<file path="config.mk">
export PLATFORM = sky130hd
export DESIGN_NAME = pgp_engine
export DESIGN_NICKNAME = d
export VERILOG_FILES = /design/src/rtl/pgp_pkg.sv /design/src/rtl/pgp_shifter.sv /design/src/rtl/pgp_regs.sv /design/src/rtl/pgp_seq.sv /design/src/rtl/pgp_engine.sv
export SDC_FILE = /design/constraint.sdc
export NUM_CORES = 1
export LEC_CHECK = 0
export BUFFER_PORTS_ARGS = -buffer_cell sky130_fd_sc_hd__buf_2
export CORE_MARGIN = 8
export CORE_UTILIZATION = 40
export CTS_CLUSTER_DIAMETER = 40
export DETAILED_ROUTE_END_ITERATION = 8
export PLACE_DENSITY = 0.54
export SETUP_SLACK_MARGIN = 0.5
export SLEW_MARGIN = 20
export SYNTH_ARGS = -nofsm -noshare
export SYNTH_HDL_FRONTEND = slang
export SYNTH_SLANG_ARGS = --single-unit
</file>
<file path="constraint.sdc">
create_clock -name clk -period 3.53 [get_ports clk]
set_clock_uncertainty 0.05 [all_clocks]
set_input_delay 0.1765 -clock clk [delete_from_list [all_inputs] [get_ports clk]]
set_output_delay 0.1765 -clock clk [all_outputs]
set_load 0.05 [all_outputs]
</file>
<file path="src/rtl/pgp_pkg.sv">
package pgp_pkg;

   typedef enum logic [2:0] {
      ST_IDLE,
      ST_WREN,
      ST_PROG,
      ST_POLL,
      ST_GAP
   } seq_state_t;

   // bit 0 full-page, bit 1 four-byte address, bit 2 skip write-enable, bit 3 skip poll
   typedef struct packed {
      logic no_poll;
      logic no_wren;
      logic addr4;
      logic buf_en;
   } mode_t;

   localparam logic [7:0] OPC_WREN = 8'h06;
   localparam logic [7:0] OPC_RDSR = 8'h05;

   localparam logic [7:0] OFS_CTRL   = 8'h00;
   localparam logic [7:0] OFS_MODE   = 8'h04;
   localparam logic [7:0] OFS_OPC    = 8'h08;
   localparam logic [7:0] OFS_ADDR   = 8'h0C;
   localparam logic [7:0] OFS_SINGLE = 8'h10;
   localparam logic [7:0] OFS_PORT   = 8'h14;

endpackage

</file>
<file path="src/rtl/pgp_shifter.sv">
module pgp_shifter (
   input  logic       clk,
   input  logic       rst_n,
   input  logic       go,
   input  logic [7:0] din,
   input  logic       miso,
   output logic       busy,
   output logic       sck,
   output logic       mosi,
   output logic       rx_last
);

   logic [7:0] sh_q;
   logic [2:0] cnt_q;
   logic       ph_q;
   logic       act_q;

   always_ff @(posedge clk or negedge rst_n) begin
      if (!rst_n) begin
         sh_q    <= '0;
         cnt_q   <= '0;
         ph_q    <= 1'b0;
         act_q   <= 1'b0;
         rx_last <= 1'b0;
      end else if (go && !act_q) begin
         sh_q  <= din;
         cnt_q <= '0;
         ph_q  <= 1'b0;
         act_q <= 1'b1;
      end else if (act_q) begin
         if (!ph_q) begin
            ph_q    <= 1'b1;
            rx_last <= miso;
         end else begin
            ph_q  <= 1'b0;
            sh_q  <= {sh_q[6:0], 1'b0};
            cnt_q <= cnt_q + 1'b1;
            if (cnt_q == 3'd7) act_q <= 1'b0;
         end
      end
   end

   assign busy = act_q;
   assign sck  = ph_q;
   assign mosi = sh_q[7];

   a_r10_mosi_held: assert property (@(posedge clk) disable iff (!rst_n)
      sck |-> $stable(mosi));
   a_r10_sck_idle_low: assert property (@(posedge clk) disable iff (!rst_n)
      !act_q |=> !sck);

endmodule

</file>
<file path="src/rtl/pgp_regs.sv">
module pgp_regs import pgp_pkg::*; #(
   parameter int PAGE_BYTES = 128,
   parameter int REG_AW     = 8,
   parameter bit ADDR4_EN   = 1'b1,
   localparam int BIW       = $clog2(PAGE_BYTES)
) (
   input  logic              clk,
   input  logic              rst_n,
   input  logic              we,
   input  logic [REG_AW-1:0] addr,
   input  logic [31:0]       wdata,
   input  logic              busy,
   input  logic [BIW-1:0]    byte_idx,
   output logic [31:0]       rdata,
   output logic              start,
   output mode_t             mode_q,
   output logic [7:0]        opcode_q,
   output logic [31:0]       addr_q,
   output logic [7:0]        single_q,
   output logic [7:0]        byte_out
);

   localparam int WORDS = PAGE_BYTES / 4;
   localparam int IW    = $clog2(WORDS);
   localparam int PW    = $clog2(WORDS + 1);

   if (PAGE_BYTES < 8 || (PAGE_BYTES & (PAGE_BYTES - 1)) != 0) begin : g_bad_page
      $error("PAGE_BYTES must be a power of two of at least 8");
   end
   if (REG_AW < 5) begin : g_bad_aw
      $error("REG_AW must cover the register map");
   end

   logic [31:0]   mem [WORDS];
   logic [PW-1:0] wptr_q;
   mode_t         mode_pend_q;
   mode_t         mode_in;
   logic          wr_ok;

   if (ADDR4_EN) begin : g_addr4
      assign mode_in = mode_t'(wdata[3:0]);
   end else begin : g_addr3
      assign mode_in = mode_t'({wdata[3:2], 1'b0, wdata[0]});
   end

   function automatic logic hit(input logic [REG_AW-1:0] a, input logic [7:0] ofs);
      return a == REG_AW'(ofs);
   endfunction

   assign wr_ok = we && !busy;
   assign start = wr_ok && hit(addr, OFS_CTRL) && wdata[0];

   always_ff @(posedge clk or negedge rst_n) begin
      if (!rst_n) begin
         wptr_q      <= '0;
         mode_pend_q <= '0;
         mode_q      <= '0;
         opcode_q    <= '0;
         addr_q      <= '0;
         single_q    <= '0;
      end else begin
         if (we && hit(addr, OFS_MODE)) mode_pend_q <= mode_in;
         if (!busy) mode_q <= mode_pend_q;
         if (wr_ok && hit(addr, OFS_OPC))    opcode_q <= wdata[7:0];
         if (wr_ok && hit(addr, OFS_ADDR))   addr_q   <= wdata;
         if (wr_ok && hit(addr, OFS_SINGLE)) single_q <= wdata[7:0];
         if (start) wptr_q <= '0;
         else if (wr_ok && hit(addr, OFS_PORT) && wptr_q < PW'(WORDS)) wptr_q <= wptr_q + 1'b1;
      end
   end

   always_ff @(posedge clk) begin
      if (wr_ok && hit(addr, OFS_PORT) && wptr_q < PW'(WORDS))
         mem[wptr_q[IW-1:0]] <= wdata;
   end

   assign byte_out = 8'(mem[byte_idx[BIW-1:2]] >> (8 * byte_idx[1:0]));

   always_comb begin
      rdata = '0;
      if (hit(addr, OFS_CTRL))   rdata = {31'b0, busy};
      if (hit(addr, OFS_MODE))   rdata = {28'b0, mode_q};
      if (hit(addr, OFS_OPC))    rdata = {24'b0, opcode_q};
      if (hit(addr, OFS_ADDR))   rdata = addr_q;
      if (hit(addr, OFS_SINGLE)) rdata = {24'b0, single_q};
   end

   a_r7_ptr_bound: assert property (@(posedge clk) disable iff (!rst_n)
      wptr_q <= PW'(WORDS));
   a_r2_mode_frozen: assert property (@(posedge clk) disable iff (!rst_n)
      (busy && $past(busy)) |-> $stable(mode_q));

endmodule

</file>
<file path="src/rtl/pgp_seq.sv">
module pgp_seq import pgp_pkg::*; #(
   parameter int PAGE_BYTES = 128,
   localparam int BIW       = $clog2(PAGE_BYTES),
   localparam int CW        = $clog2(PAGE_BYTES + 6)
) (
   input  logic           clk,
   input  logic           rst_n,
   input  logic           start,
   input  mode_t          mode,
   input  logic [7:0]     opcode,
   input  logic [31:0]    addr_word,
   input  logic [7:0]     single_byte,
   input  logic [7:0]     buf_byte,
   input  logic           sh_busy,
   input  logic           poll_wip,
   output logic           busy,
   output logic           cs_n,
   output logic           go,
   output logic [7:0]     tx_byte,
   output logic [BIW-1:0] byte_idx
);

   seq_state_t     state_q, gap_next_q;
   logic [CW-1:0]  idx_q, alen, dlen, plen;
   logic [BIW-1:0] didx_q;
   logic [7:0]     abyte;

   always_comb begin
      alen    = mode.addr4  ? CW'(4) : CW'(3);
      dlen    = mode.buf_en ? CW'(PAGE_BYTES) : CW'(1);
      plen    = CW'(1) + alen + dlen;
      abyte   = 8'(addr_word >> (8 * (alen - idx_q)));
      tx_byte = 8'h00;
      go      = 1'b0;
      unique case (state_q)
         ST_WREN: begin
            tx_byte = OPC_WREN;
            go      = !sh_busy && idx_q == '0;
         end
         ST_PROG: begin
            if (idx_q == '0)      tx_byte = opcode;
            else if (idx_q <= alen) tx_byte = abyte;
            else                  tx_byte = mode.buf_en ? buf_byte : single_byte;
            go = !sh_busy && idx_q < plen;
         end
         ST_POLL: begin
            tx_byte = (idx_q == '0) ? OPC_RDSR : 8'h00;
            go      = !sh_busy && idx_q < CW'(2);
         end
         default: ;
      endcase
   end

   always_ff @(posedge clk or negedge rst_n) begin
      if (!rst_n) begin
         state_q    <= ST_IDLE;
         gap_next_q <= ST_IDLE;
         idx_q      <= '0;
         didx_q     <= '0;
      end else begin
         unique case (state_q)
            ST_IDLE: if (start) begin
               state_q <= mode.no_wren ? ST_PROG : ST_WREN;
               idx_q   <= '0;
               didx_q  <= '0;
            end
            ST_WREN: begin
               if (go) idx_q <= idx_q + 1'b1;
               else if (!sh_busy && idx_q != '0) begin
                  state_q    <= ST_GAP;
                  gap_next_q <= ST_PROG;
               end
            end
            ST_PROG: begin
               if (go) begin
                  idx_q <= idx_q + 1'b1;
                  if (idx_q > alen) didx_q <= didx_q + 1'b1;
               end else if (!sh_busy && idx_q == plen) begin
                  if (mode.no_poll) state_q <= ST_IDLE;
                  else begin
                     state_q    <= ST_GAP;
                     gap_next_q <= ST_POLL;
                  end
               end
            end
            ST_POLL: begin
               if (go) idx_q <= idx_q + 1'b1;
               else if (!sh_busy && idx_q == CW'(2)) begin
                  if (poll_wip) begin
                     state_q    <= ST_GAP;
                     gap_next_q <= ST_POLL;
                  end else state_q <= ST_IDLE;
               end
            end
            default: begin
               state_q <= gap_next_q;
               idx_q   <= '0;
            end
         endcase
      end
   end

   assign busy     = state_q != ST_IDLE;
   assign cs_n     = !(state_q == ST_WREN || state_q == ST_PROG || state_q == ST_POLL);
   assign byte_idx = didx_q;

   a_r3_gap_shifter_idle: assert property (@(posedge clk) disable iff (!rst_n)
      state_q == ST_GAP |-> !sh_busy);

endmodule

</file>
<file path="src/rtl/pgp_engine.sv">
module pgp_engine import pgp_pkg::*; #(
   parameter int PAGE_BYTES = 128,
   parameter int REG_AW     = 8,
   parameter bit ADDR4_EN   = 1'b1
) (
   input  logic              clk,
   input  logic              rst_n,
   input  logic              reg_we,
   input  logic [REG_AW-1:0] reg_addr,
   input  logic [31:0]       reg_wdata,
   output logic [31:0]       reg_rdata,
   output logic              spi_cs_n,
   output logic              spi_sck,
   output logic              spi_mosi,
   input  logic              spi_miso
);

   localparam int BIW = $clog2(PAGE_BYTES);

   logic           start, busy, go, sh_busy, rx_last;
   mode_t          mode;
   logic [7:0]     opcode, single_byte, buf_byte, tx_byte;
   logic [31:0]    addr_word;
   logic [BIW-1:0] byte_idx;

   pgp_regs #(.PAGE_BYTES(PAGE_BYTES), .REG_AW(REG_AW), .ADDR4_EN(ADDR4_EN)) i_regs (
      .clk(clk), .rst_n(rst_n), .we(reg_we), .addr(reg_addr), .wdata(reg_wdata),
      .busy(busy), .byte_idx(byte_idx), .rdata(reg_rdata), .start(start),
      .mode_q(mode), .opcode_q(opcode), .addr_q(addr_word), .single_q(single_byte),
      .byte_out(buf_byte)
   );

   pgp_seq #(.PAGE_BYTES(PAGE_BYTES)) i_seq (
      .clk(clk), .rst_n(rst_n), .start(start), .mode(mode), .opcode(opcode),
      .addr_word(addr_word), .single_byte(single_byte), .buf_byte(buf_byte),
      .sh_busy(sh_busy), .poll_wip(rx_last), .busy(busy), .cs_n(spi_cs_n),
      .go(go), .tx_byte(tx_byte), .byte_idx(byte_idx)
   );

   pgp_shifter i_shifter (
      .clk(clk), .rst_n(rst_n), .go(go), .din(tx_byte), .miso(spi_miso),
      .busy(sh_busy), .sck(spi_sck), .mosi(spi_mosi), .rx_last(rx_last)
   );

   a_r10_shift_in_window: assert property (@(posedge clk) disable iff (!rst_n)
      sh_busy |-> !spi_cs_n);
   a_r9_no_start_busy: assert property (@(posedge clk) disable iff (!rst_n)
      busy |-> !start);

endmodule

</file>
==> metrics <==
status=finished, final reports clean; top post-synthesis cells by count=edfxtp_1, mux4_2, mux2i_1; initial antenna violation count=10; CP arrival=3.58 ns; RSZ-0062 raised after global routing=yes; Area contributors post-synth=edfxtp_1, mux4_2, dfrtp_1; Seq/Total Area, Yosys=0.7450; Die Wd=349.5 um; drt wl/cell=31.83 um; Gate Count Post-Synth=roughly 2,300; EDFF count, synth=~1,000; aggregate global routing overflow=0; clock root buffer=clkbuf_16; clk slew on worst S/H paths=0.06 ns; final count of hold timing violations=0; Finish-stage setup viols=0; Worst-Skew Late Latency=0.75 ns; Final HPWL DP=82,120 um; Clock Tree Buf Depth=3; DIE AREA=0.1222 mm^2; PortBufs=78; Fillers=9,122; Row Count=around 120; Iteration-0 DRC Markers=2,889; Max stage delay cell, worst path=dfrtp_4; ys async rst share=0.08571; post-route DRC violation count=0; CTS tree=built; most common cell in the netlist=edfxtp_1; Synth top area share=0.6911; Synth warnings=0; total CTS buffers=between 100 and 150; Pre-antenna DRT Iters=5; Multi-input gate area=0.01111 mm^2; Netlist cell types=72; Total Neg Setup Slack=0 ns; initial core utilization=0.4026; Synth area leader=edfxtp_1; leakage=19.13 nW; worst path required time=4.08 ns; fmax=329.8 MHz; Cell Area, Synth=0.04450 mm^2; critical path, cell by cell=buf_16, buf_4, mux4_2, o22ai_1, o31ai_1, a21oi_1, nor4_2, buf_4, a2111oi_0, o22ai_1; vias in the first global route=~25,000; Max Cap Viol=0; GR Util All Layers=0.2161; Area Growth Syn to Fin=21.65%; nets@finish=2,719; pre-CTS setup slack=0.2057 ns; I/O Pins=79; GPL Wtd Cong=0.8808; number of clock sinks=between 1,000 and 1,500; Top FF cell, synth=edfxtp_1; Crit Path Class=flip-flop to flip-flop; P per Cell Area=around 670 mW/mm^2; sequential cell area=0.03317 mm^2; Avg Inst Size Synth=19.21 um^2; Bufs and invs on worst path=3; Slew @ Worst Pin=around 0.86 ns; H-tree Lvls=4; Via density=approximately 5.9; die height=349.5 um; WL final=around 140,000 um; startpoint types=flip-flop; CP Capture Type=flip-flop; maximum fanout along the worst path=13; Final Max Slew Viols=0; Reg2Reg Setup Slack=0.50 ns; vias=25,120; worst setup margin=0.4979 ns; largest net degree at the start of global routing=around 80; post-layout min period=3.032 ns; Max rail drop VDD=0.4627 mV; period utilization=0.8590; first-pass GRT wire length=188,700 um; share of cells above drive strength 1=0.3261; worst stage delay on the critical path=0.57 ns; Crit path max-delay family=compound AO/OA/AOI/OAI gates; number of synthesized register bits=1,120; area of the core=0.1105 mm^2; Routed Antenna Nets=0; Synthesized Nets=between 2,000 and 2,500; Slew headroom=0.4266; worst min path class=input pin to flip-flop
[kinds of logic (layout without fill, tap and decap cells)]
logic type | count (synthesis) | in the layout | synth area share
compound gates | 290 | 290 | 0.04693
mux | 401 | 401 | 0.1483
xor+xnor | 10 | 10 | 0.001968
buf+inv | 154 | 610 | 0.01592
fa+ha+maj | 20 | 20 | 0.005793
simple gates | 321 | 321 | 0.03602
other cells | 0 | 5 | 0
flops | 1120 | 1120 | 0.7450
[metrics by stage]
step / std cells / util / power, mW / hold WS, ns / instance area, um^2
6_report: 4265 / 0.4898 / 36.53 / 0.03404 / 54130
5_1_grt: 4261 / 0.4897 / 37.68 / 0.02623 / 54120
4_1_cts: 4236 / 0.4837 / 36.24 / 0.01658 / 53460
3_5_place_dp: 3934 / 0.4362 / 21.65 / 0.3794 / 48210
3_3_place_gp: 3934 / 0.4362 / 21.61 / 0.3619 / 48210
2_1_floorplan: 2316 / - / 19.04 / -0.1691 / 44610
[registers in the layout, summed over array words and instances (netlist names), 6 cells and up]
signal and cells:
i_regs.opcode_q 8, i_regs.mem 1024, i_regs.addr_q 32, i_shifter.sh_q 8, i_seq.byte_idx 7, i_regs.wptr_q 6, i_seq.idx_q 8, i_regs.single_q 8
[where the power goes]
part | total [mW] | switching, mW | internal (mW)
Sequential | 14.9 | 0.229 | 14.6
Combinational | 7.18 | 4.04 | 3.13
Clock | 14.5 | 5.80 | 8.67
Total | 36.5 | 10.1 | 26.4
[final timing paths]
kind / startpoint / to / cells past startpoint
setup / recovery: i_seq.byte_idx[2] / i_shifter.sh_q[7] / 10
hold / removal: reg_wdata[0] / i_regs.mem[25][0] / 2
setup reg to reg: i_seq.byte_idx[2] / i_shifter.sh_q[7] / 10
hold reg to reg: i_regs.mode_pend_q[3] / i_regs.mode_q[3] / 2
max in group asynchronous: rst_n / i_regs.addr_q[17] / 3
min in group asynchronous: rst_n / i_seq.state_q[1] / 2
[placed cells by master, fill, tap and decap left out, types with 18 or more instances in the layout]
| cell | instances |
|---|---|
| buf_4 | 152 |
| mux2i_1 | 125 |
| clkbuf_16 | 158 |
| mux2_2 | 76 |
| nor3_1 | 23 |
| edfxtp_1 | 1024 |
| mux4_2 | 199 |
| nor2_1 | 84 |
| buf_2 | 77 |
| dlygate4sd3_1 | 33 |
| o211ai_1 | 18 |
| o21ai_0 | 33 |
| buf_6 | 19 |
| a221oi_1 | 31 |
| nand2_1 | 45 |
| and3_1 | 31 |
| clkinvlp_4 | 21 |
| nor2_4 | 33 |
| o22ai_1 | 64 |
| dfrtp_1 | 89 |
| buf_12 | 30 |
| a21oi_1 | 28 |
| clkbuf_1 | 18 |
[cell type report]
class / instances / area share
Timing Repair Buffer: 329 / 0.05781
Tap cell: 1488 / 0.03439
Clock inverter: 97 / 0.01872
Multi-Input combinational cell: 1042 / 0.2053
Sequential cell: 1120 / 0.6127
Inverter: 18 / 0.001248
Clock buffer: 166 / 0.06967
Antenna cell: 5 / 0.0002311
[metal layers]
metal  up-vias  GRT usage  wire, um
met5         -          0         0
met4         0    0.06029      3283
met3       209    0.03968     11090
met2      1217     0.3425     63280
met1     13410     0.3074     58100
li1      10280          -         -
[what timing repair did]
action                                 4_1_cts  5_1_grt
gates cloned                                 0       11
buffers inserted                             6       13
resized for setup                           26       55
setup endpoints to repair                  518      344
pin swaps                                    7       17
hold buffers                                33        0
endpoints found under the hold margin      960        0
Power figures use the tool's default switching activity.
